--- config.mk ---
export PLATFORM = sky130hd
export DESIGN_NAME = serial_adc_host
export DESIGN_NICKNAME = d
export VERILOG_FILES = /design/src/rtl/serial_adc_host.sv
export SDC_FILE = /design/constraint.sdc
export NUM_CORES = 1
export LEC_CHECK = 0
export BUFFER_PORTS_ARGS = -buffer_cell sky130_fd_sc_hd__buf_2
export CAP_MARGIN = 10
export CORE_MARGIN = 2
export CORE_UTILIZATION = 37
export CTS_CLUSTER_DIAMETER = 40
export CTS_CLUSTER_SIZE = 30
export DETAILED_ROUTE_END_ITERATION = 12
export PLACE_DENSITY_LB_ADDON = 0.15
export SYNTH_ARGS = -nofsm -noshare
export SYNTH_HDL_FRONTEND = slang
export SYNTH_SLANG_ARGS = --single-unit
--- constraint.sdc ---
create_clock -name clk -period 2.5 [get_ports clk]
set_input_delay 0.375 -clock clk [delete_from_list [all_inputs] [get_ports clk]]
set_output_delay 0.375 -clock clk [all_outputs]
set_load 0.1 [all_outputs]
--- src/rtl/serial_adc_host.sv ---
module serial_adc_host #(
  parameter int DIV_HALF = 4,
  parameter int DATA_W   = 8
) (
  input  logic              clk,
  input  logic              rst_n,
  input  logic              req,
  input  logic [1:0]        mode,
  output logic              busy,
  output logic              valid,
  output logic [DATA_W-1:0] result,
  output logic              mismatch,
  output logic              cs_n,
  output logic              sclk,
  output logic              sdo,
  output logic              sdo_oe,
  input  logic              sdi
);

  localparam int PW     = $clog2(DIV_HALF + 1);
  localparam int RISES  = 2 * DATA_W + 3;
  localparam int HALVES = 2 * RISES;
  localparam int HW     = $clog2(HALVES + 1);
  localparam int GAP    = 2 * DIV_HALF;
  localparam int GW     = $clog2(GAP + 1);
  localparam int MSB_LO = 5;
  localparam int MSB_HI = DATA_W + 4;

  typedef enum logic [1:0] {S_IDLE, S_RUN, S_GAP} st_t;

  st_t               st;
  logic [PW-1:0]     ph;
  logic [HW-1:0]     hc;
  logic [GW-1:0]     gc;
  logic [1:0]        mode_q;
  logic [DATA_W-1:0] msb_q;
  logic [DATA_W-2:0] lsb_q;
  logic              valid_q;

  logic              tick;
  logic              rise;
  logic [HW-1:0]     rk;

  assign tick = (ph == PW'(DIV_HALF - 1));
  assign rise = (st == S_RUN) && tick && !hc[0];
  assign rk   = (hc >> 1) + HW'(1);

  always_ff @(posedge clk or negedge rst_n) begin
    if (!rst_n) begin
      st       <= S_IDLE;
      ph       <= '0;
      hc       <= '0;
      gc       <= '0;
      mode_q   <= '0;
      msb_q    <= '0;
      lsb_q    <= '0;
      result   <= '0;
      mismatch <= 1'b0;
      valid_q  <= 1'b0;
    end else begin
      valid_q <= 1'b0;
      case (st)
        S_IDLE: begin
          if (req) begin
            mode_q <= mode;
            st     <= S_RUN;
            ph     <= '0;
            hc     <= '0;
          end
        end
        S_RUN: begin
          if (tick) begin
            ph <= '0;
            if (hc == HW'(HALVES - 1)) begin
              st <= S_GAP;
              gc <= '0;
            end else begin
              hc <= hc + HW'(1);
            end
            if (rise && rk >= HW'(MSB_LO) && rk <= HW'(MSB_HI))
              msb_q <= {msb_q[DATA_W-2:0], sdi};
            if (rise && rk > HW'(MSB_HI))
              lsb_q <= {sdi, lsb_q[DATA_W-2:1]};
          end else begin
            ph <= ph + PW'(1);
          end
        end
        S_GAP: begin
          if (gc == GW'(GAP - 1)) begin
            st       <= S_IDLE;
            valid_q  <= 1'b1;
            result   <= msb_q;
            mismatch <= (lsb_q != msb_q[DATA_W-1:1]);
          end else begin
            gc <= gc + GW'(1);
          end
        end
        default: st <= S_IDLE;
      endcase
    end
  end

  assign busy   = (st != S_IDLE);
  assign valid  = valid_q;
  assign cs_n   = (st != S_RUN);
  assign sclk   = (st == S_RUN) && hc[0];
  assign sdo_oe = (st == S_RUN) && (hc < HW'(6));
  assign sdo    = (hc < HW'(2)) ? 1'b1 : (hc < HW'(4)) ? mode_q[1] : mode_q[0];

  p_sclk_idle_r3: assert property (@(posedge clk) disable iff (!rst_n)
    cs_n |-> !sclk);
  p_oe_select_r4: assert property (@(posedge clk) disable iff (!rst_n)
    sdo_oe |-> !cs_n);
  p_accept_r2: assert property (@(posedge clk) disable iff (!rst_n)
    (req && !busy) |=> (busy && !cs_n));
  p_valid_idle_r7: assert property (@(posedge clk) disable iff (!rst_n)
    valid |-> !busy);
  p_valid_pulse_r7: assert property (@(posedge clk) disable iff (!rst_n)
    valid |=> !valid);
  p_busy_end_r7: assert property (@(posedge clk) disable iff (!rst_n)
    $fell(busy) |-> valid);
  p_result_hold_r10: assert property (@(posedge clk) disable iff (!rst_n)
    !$stable(result) |-> valid);
  p_flag_hold_r10: assert property (@(posedge clk) disable iff (!rst_n)
    !$stable(mismatch) |-> valid);

endmodule

==> results of run 1 <==
[kinds of logic after synthesis]
logic type | share of synthesized area, %
flip-flops | 55.6
buffers and inverters | 1.85
XOR/XNOR | 5.09
adder cells (fa/ha/maj) | 2.65
multiplexers | 17.1
AO/OA/AOI/OAI | 6.42
AND/OR/NAND/NOR | 11.4
[per-stage QoR]
step,hold slack [ns],total power (uW)
detailed placement,0.494,1970
floorplan,0.0794,1790
global route,0.290,2650
global placement,0.480,1940
CTS,0.243,2520
finish,0.210,2490
[registers in the layout, summed over array words and instances (netlist names)]
name,cells
result,8
hc,6
st,2
mode_q,2
mismatch,1
msb_q,8
ph,3
lsb_q,7
valid,1
gc,4
[final timing paths]
kind,startpoint,to,cells past startpoint
max,hc[3],sdo,5
min,rst_n,hc[3],1
max reg2reg,ph[0],msb_q[2],5
min reg2reg,result[3],result[3],1
max in group asynchronous,rst_n,lsb_q[2],1
min in group clk,req,hc[5],2
[critical path: cells and delay by family (launching register included)]
| family | cells | cell delay [ns] |
|---|---|---|
| AOI/OAI and AO/OA | 2 | 0.19 |
| buffers and inverters | 1 | 0.33 |
| DFF | 1 | 0.48 |
| and+or+nand+nor | 2 | 0.64 |
[where the power goes]
part	leakage [uW]	internal, uW	switching [uW]
registers	0.000554	842	196
logic	0.000481	338	574
clock network	0.0000504	297	239
[per-layer routing]
layer / routed length (um) / GRT usage, % / vias up
met1: 1440 / 15.7 / 601
met3: 111 / 2.78 / 6
met4: 54 / 6.43 / 0
met2: 1700 / 24.3 / 23
met5: 0 / 0 / -
li1: - / - / 579
[cells in the final DEF (no fill, tap or decap), types with 4 or more instances in the layout]
| cell type | instances |
|---|---|
| xnor2_1 | 5 |
| mux2_2 | 26 |
| inv_1 | 5 |
| ha_1 | 4 |
| nand4_1 | 4 |
| a21oi_1 | 4 |
| clkbuf_8 | 5 |
| nand2_1 | 8 |
| buf_2 | 19 |
| xor2_1 | 6 |
| dfrtp_1 | 42 |
| nor2_1 | 5 |
[final cells by class]
| type | instances | share of cell area [%] |
|---|---|---|
| tap | 70 | 3.97 |
| clock buffer | 5 | 3.12 |
| multi-input combinational | 98 | 37.4 |
| clock inverter | 3 | 2.04 |
| sequential | 42 | 47.6 |
| inverter | 5 | 0.851 |
| timing repair buffer | 21 | 4.99 |
==> impl_metrics.toml, run 1 <==
[worst_hold_path]
hold_path_class = "in2async"

[finish]
n_fill_cell = 484
fin_area_um2 = 2210
area_delta_synth_final_pct = 16.6
multi_input_area_um2 = 825
n_antenna_cell = 0
final_cells = 244
finalNetCount = 183
layout-drive-gt1-share_pct = 36.2
regArea_um2 = 1050
fin_util_pct = 44.0

[synth]
ys_ff_latch = 42
syn-num-nets = 159
yosysMostFrequentCell = "dfrtp_1"
syn_avg_cell_area_um2 = 12.7
netlist_instances = 149
yosysTopAreaCell = "dfrtp_1"
synthArstFlopShare_pct = 100
synth.area.top_cells = "dfrtp_1, mux2_2, xor2_1"
synth_common_cells = "dfrtp_1, mux2_2, nand2_1"
synth-main-ff-cell = "dfrtp_1"
synth_edf_count = 0
ys.warnings.count = 0
ys_seq_area_share_pct = 55.6
synth_top_area_share_pct = 55.6
syn-cell-area_um2 = 1890
synth.distinct_cells = 36

[global_routing]
grt_pass1_wl_um = 5800
grt_max_degree = 43
antenna_found_initial = 0
grt_pass1_vias = 1319
grt_usage_pct = 13.7
overflow = 0

[floorplanning]
core_area_um2 = 5010
rows = 26
start_util_pct = 37.8
dieArea_um2 = 5700
fp.dieW_um = 75.5
ios = 21
die_h_um = 75.5

[setup_path]
worst-setup-path-type = "reg2out"
end_kind = "output pin"
worstPathCellList = "or3_1 > nor2_1 > o21ai_0 > o21ai_2 > clkbuf_4"
startpoint_type = "register"
slowest_stage = "dfrtp_1"
path_max_fanout = 9
required_ns = 2.12
cp.arrival_ns = 1.94
r2r_slack_ns = 0.57
cp_slowest_stage_delay_ns = 0.48

[pwr]
vdd_drop_max_mv = 0.799
power.density_nw_per_um2 = 1130
power_leakage_uw = 0.00109

[drt]
drtPass1Iterations = 2
drc = 0
vias = 1209
drt-total-wl_um = 3300
ant_nets = 0
drt-wirelength-per-cell_um = 13.5
routed_via_density = 4.95
drt_iter0_markers = 36

[timing]
setup_tns_ns = 0
worst_pin_slew_ns = 0.916
setup_violations = 0
skew_ns = 0.00407
period_share_pct = 92.6
layout_setup_ws_ns = 0.185
hold_viol = 0
min_period_ns = 2.31
slew_violations = 0
rsz0062_at_grt = "false"
max_freq_mhz = 432
relSlewSlack_pct = 39.0

[outcome]
status = "finished, final reports clean"

[placed_design]
dp_hpwl_um = 2420
portBuffers = 20
dp_cells = 236
place_area_um2 = 2090
gp_congestion = 0.748
dp_slack_ns = 0.418

[clocking]
cts_htree_levels = 2
clk_pin_slew_ns = 0.08
clk-insertion-delay-late_ns = 0.29
clock_path_buffers = 2
hold_buffers = 0
postCtsSetupBuffers = 0
post_cts_resized = 0
cts_sinks = 42
cts_buffers = 5
root_buffer = "clkbuf_8"
cts_tree = "yes"

[flow_run]
maxCapViolations = 0
No activity file was read; power rests on OpenSTA's default activity.
==> inputs of run 2 (changes only) <==
Clock period 2.5 ns to 2.6 ns, I/O delays scaled along.
==> run 2 against run 1 <==
Effect of this change:
- non-clock buffer count stayed put
- setup slack better by 0.081 ns
- sequential cell count stayed put
- clock power is 18% lower
- first-iteration DRC count is 86% higher
==> impl_metrics.toml, run 2 (synthesized netlist as in run 1, its figures left out) <==
[outcome]
status = "finished, final reports clean"

[setup_path]
r2r_slack_ns = 0.64
r2r_start = "ph[0]"
required_ns = 2.21
startpoint = "hc[3]"
worst-setup-path-type = "reg2out"
end_kind = "output pin"
cp.arrival_ns = 1.94
path_max_fanout = 9
startpoint_type = "register"

[global_routing]
antenna_found_initial = 0
grt_usage_pct = 13.1
grtUsageMet3_pct = 2.78
grt_pass1_vias = 1202
overflow = 0
met1_usage_pct = 15.8
grt_pass1_wl_um = 5590
grt_max_degree = 43
busiest_layer = "met2"
grtUsageMet2_pct = 22.6

[clocking]
root_buffer = "clkbuf_8"
post_cts_resized = 0
cts_sinks = 42
postCtsSetupBuffers = 0
clk_pin_slew_ns = 0.08
cts_buffers = 5
hold_buffers = 0
cts_htree_levels = 2
clk-insertion-delay-late_ns = 0.29
cts_tree = "yes"
clock_path_buffers = 2

[drt]
drc = 0
drt_iter0_markers = 67
drt-total-wl_um = 3300
routed_via_density = 4.93
drt-wirelength-per-cell_um = 13.5
ant_nets = 0
vias = 1203
drtPass1Iterations = 4

[placed_design]
gp_congestion = 0.782
dp_hpwl_um = 2360
portBuffers = 20
dp_cells = 236

[floorplanning]
core_area_um2 = 5010
die_h_um = 75.5
dieArea_um2 = 5700
fp.dieW_um = 75.5
ios = 21
rows = 26
start_util_pct = 37.8

[timing]
skew_ns = 0.00537
slew_violations = 0
worst_pin_slew_ns = 0.936
hold_ws_ns = 0.237
max_freq_mhz = 429
hold_viol = 0
relSlewSlack_pct = 37.6
setup_tns_ns = 0
min_period_ns = 2.33
period_share_pct = 89.8
rsz0062_at_grt = "false"
setup_violations = 0

[finish]
finalNetCount = 183
final_cells = 244
n_antenna_cell = 0
area_delta_synth_final_pct = 14.7
layout_commonest_cell = "dfrtp_1"
reg_top3 = "msb_q (8), result (8), lsb_q (7)"
final_cell_mix = "dfrtp_1, mux2_2, buf_2"
layout-drive-gt1-share_pct = 35.1
n_fill_cell = 501

[pwr]
vdd_drop_max_mv = 0.762
power.total_uw = 2280
power.density_nw_per_um2 = 1050
power_leakage_uw = 0.00108

[flow_run]
maxCapViolations = 0

[worst_hold_path]
hold_path_class = "in2async"
-- run 2: layout make-up --
cell class,instances,area [um2],area share (%)
sequential,42,1050,48.4
tap,70,87.6,4.03
clock buffer,6,82.6,3.80
clock inverter,2,12.5,0.576
timing repair buffer,21,108,4.96
multi-input combinational,98,811,37.3
inverter,5,18.8,0.865
-- run 2: critical path, stage by stage (launching register included) --
cell	delay, ns
dfrtp_1	0.48
or3_1	0.44
nor2_1	0.13
o21ai_0	0.09
o21ai_1	0.07
buf_2	0.43
-- run 2: final timing paths --
path | to | depth (start not counted)
worst min-delay path | lsb_q[6] | 1
worst max register to register | msb_q[2] | 5
worst min register to register | ph[0] | 1
max in group asynchronous | hc[2] | 1
worst max-delay path | sdo | 5
min in group clk | hc[4] | 2
-- run 2: per-layer routing --
metal | up-vias | part of all wire [%]
met5 | - | 0
met4 | 0 | 1.9
met3 | 7 | 3.0
met2 | 21 | 51
met1 | 595 | 44
li1 | 580 | -
-- run 2: through the flow --
step	utilization (%)	worst slack [ns]	area, um2
after global routing	43.3	0.147	2170
after global placement	41.4	0.603	2080
after floorplan	-	-0.482	1900
after detailed placement	41.4	0.592	2080
after CTS	43.3	0.253	2170
final	43.3	0.266	2170
-- run 2: power breakdown --
| group | internal (uW) | leakage [uW] | switching (uW) |
|---|---|---|---|
| Combinational | 307 | 0.000480 | 538 |
| Clock | 213 | 0.0000472 | 226 |
| Sequential | 809 | 0.000554 | 187 |
| Total | 1330 | 0.00108 | 951 |
==> inputs of run 3 (changes only) <==
Settings changed: ABC_AREA set to 1.
==> run 3 against run 2 <==
Effect of this change:
- routed wire length grew 17%
- non-clock buffer count is the same
- die area grew 10%
- design area grew 8.8%
- first-iteration DRC count grew 73%
- sequential share of layout area shrank 3.9 points
- setup slack gained 0.25 ns
- area after synthesis grew 11%
- critical path type unchanged
==> impl_metrics.toml, run 3 <==
[outcome]
status = "finished, final reports clean"

[floorplanning]
die_h_um = 79.2
core_area_um2 = 5470
rows = 27
dieArea_um2 = 6280
ios = 21
fp.dieW_um = 79.2
start_util_pct = 38.3

[setup_path]
end_kind = "output pin"
path_buf_inv = 1
path_depth = 4
worstPathCellList = "nor3_1 > nand2_1 > o21ai_1 > buf_2"
path_max_fanout = 8
startpoint_type = "register"
r2r_start = "st[0]"
required_ns = 2.21
cp_slowest_stage_delay_ns = 0.46
worst-setup-path-type = "reg2out"
cpLargestDelayFamily = "flip-flops"
slowest_stage = "dfrtp_1"
r2r_slack_ns = 1.03
r2r_cells = 7
cp.arrival_ns = 1.69
reg2reg_to = "msb_q[4]"

[synth]
synth_common_cells = "nand2_1, dfrtp_1, inv_1"
synth_compound_area_share_pct = 13.0
ys_seq_area_share_pct = 50.2
synth-main-ff-cell = "dfrtp_1"
synth.area.top_cells = "dfrtp_1, nand2_1, o21ai_2"
netlist_instances = 247
syn-cell-area_um2 = 2090
synth_mux_area_share_pct = 0
ys_ff_latch = 42
ys.warnings.count = 0
syn-num-nets = 257
synth.distinct_cells = 25
synthArstFlopShare_pct = 100
synth_top_family_by_area = "simple AND/OR/NAND/NOR gates"
synthAdderAreaFrac_pct = 2.39
syn_avg_cell_area_um2 = 8.48
yosysMostFrequentCell = "nand2_1"
yosysTopAreaCell = "dfrtp_1"
yosys.area_share.simple_pct = 26.0
synth_top_area_share_pct = 50.2
synth_edf_count = 0
synth_xor_area_share_pct = 0.418

[clocking]
cts_sinks = 42
clock_path_buffers = 2
post_cts_resized = 0
root_buffer = "clkbuf_8"
cts_buffers = 5
hold_buffers = 0
clk_pin_slew_ns = 0.08
clk-insertion-delay-late_ns = 0.29
cts_htree_levels = 2
postCtsSetupBuffers = 0
cts_tree = "yes"

[placed_design]
portBuffers = 20
place_area_um2 = 2250
gp_congestion = 0.717
dp_hpwl_um = 2860

[timing]
setup_violations = 0
min_period_ns = 2.08
max_freq_mhz = 481
worst_pin_slew_ns = 0.492
relSlewSlack_pct = 67.4
hold_ws_ns = 0.0428
hold_viol = 0
skew_ns = 0.00440
setup_tns_ns = 0
slew_violations = 0
period_share_pct = 80.0
rsz0062_at_grt = "false"

[pwr]
power_leakage_uw = 0.00127
power.density_nw_per_um2 = 508
vdd_drop_max_mv = 0.215

[worst_hold_path]
hold_path_class = "in2async"

[drt]
drc = 0
ant_nets = 0
drt_iter0_markers = 116
drt-total-wl_um = 3860
drtPass1Iterations = 4
routed_via_density = 4.50
drt-wirelength-per-cell_um = 11.3
vias = 1538

[finish]
finalNetCount = 279
final_cell_mix = "nand2_1, dfrtp_1, inv_1"
n_antenna_cell = 0
fin_area_um2 = 2360
layout_commonest_cell = "nand2_1"
layout-drive-gt1-share_pct = 21.5
reg_top3 = "msb_q (8), result (8), lsb_q (7)"
area_delta_synth_final_pct = 12.7

[global_routing]
grt_pass1_wl_um = 6890
overflow = 0
grt_pass1_vias = 1459
antenna_found_initial = 0
grt_max_degree = 24
grt_usage_pct = 14.2

[flow_run]
maxCapViolations = 0
==> run 3: routing by layer <==
layer / global-route usage (%) / vias to the layer above / part of all wire, %
met4: 5.17 / 0 / 1.6
met1: 19.3 / 690 / 51
met3: 3.98 / 6 / 2.9
met2: 21.4 / 15 / 44
met5: 0 / - / 0
li1: - / 827 / -
==> run 3: worst max path at each step <==
stage	from	endpoint	slack [ns]
final	hc[3]	sdo	0.52
after CTS	hc[3]	sdo	0.49
after detailed placement	hc[3]	sdo	0.83
after global routing	hc[3]	sdo	0.35
after floorplan	hc[3]	sdo	0.08
after global placement	hc[3]	sdo	0.85
==> run 3: cell families (layout without fill, tap and decap cells) <==
group | count (synthesis) | count (layout)
compound gates | 41 | 41
fa+ha+maj | 4 | 4
simple gates | 120 | 120
flops | 42 | 42
buf+inv | 39 | 62
xor+xnor | 1 | 1
==> run 3: cell type report <==
class | instances | area, um2
flip-flops and latches | 42 | 1050
clock inverters | 3 | 40.0
inverters | 33 | 124
multi-input cells | 166 | 880
clock buffers | 5 | 68.8
well taps | 72 | 90.1
repair buffers | 21 | 108
fillers | 584 | 3110
==> run 3: stage by stage <==
| step | cells | utilization, % | power [uW] | setup slack, ns |
|---|---|---|---|---|
| final | 342 | 43.1 | 1200 | 0.520 |
| after global routing | 342 | 43.1 | 1250 | 0.354 |
| after CTS | 342 | 43.1 | 1230 | 0.486 |
| after detailed placement | 334 | 41.2 | 707 | 0.830 |
| after global placement | 334 | 41.2 | 706 | 0.848 |
| after floorplan | 247 | - | 684 | 0.0791 |
==> run 3: power breakdown <==
part           leakage, uW  switching, uW  internal, uW  total (uW)
combinational     0.000663           23.3          8.70        32.0
clock            0.0000579            225           283         508
sequential        0.000550           3.12           656         660
total              0.00127            251           948        1200
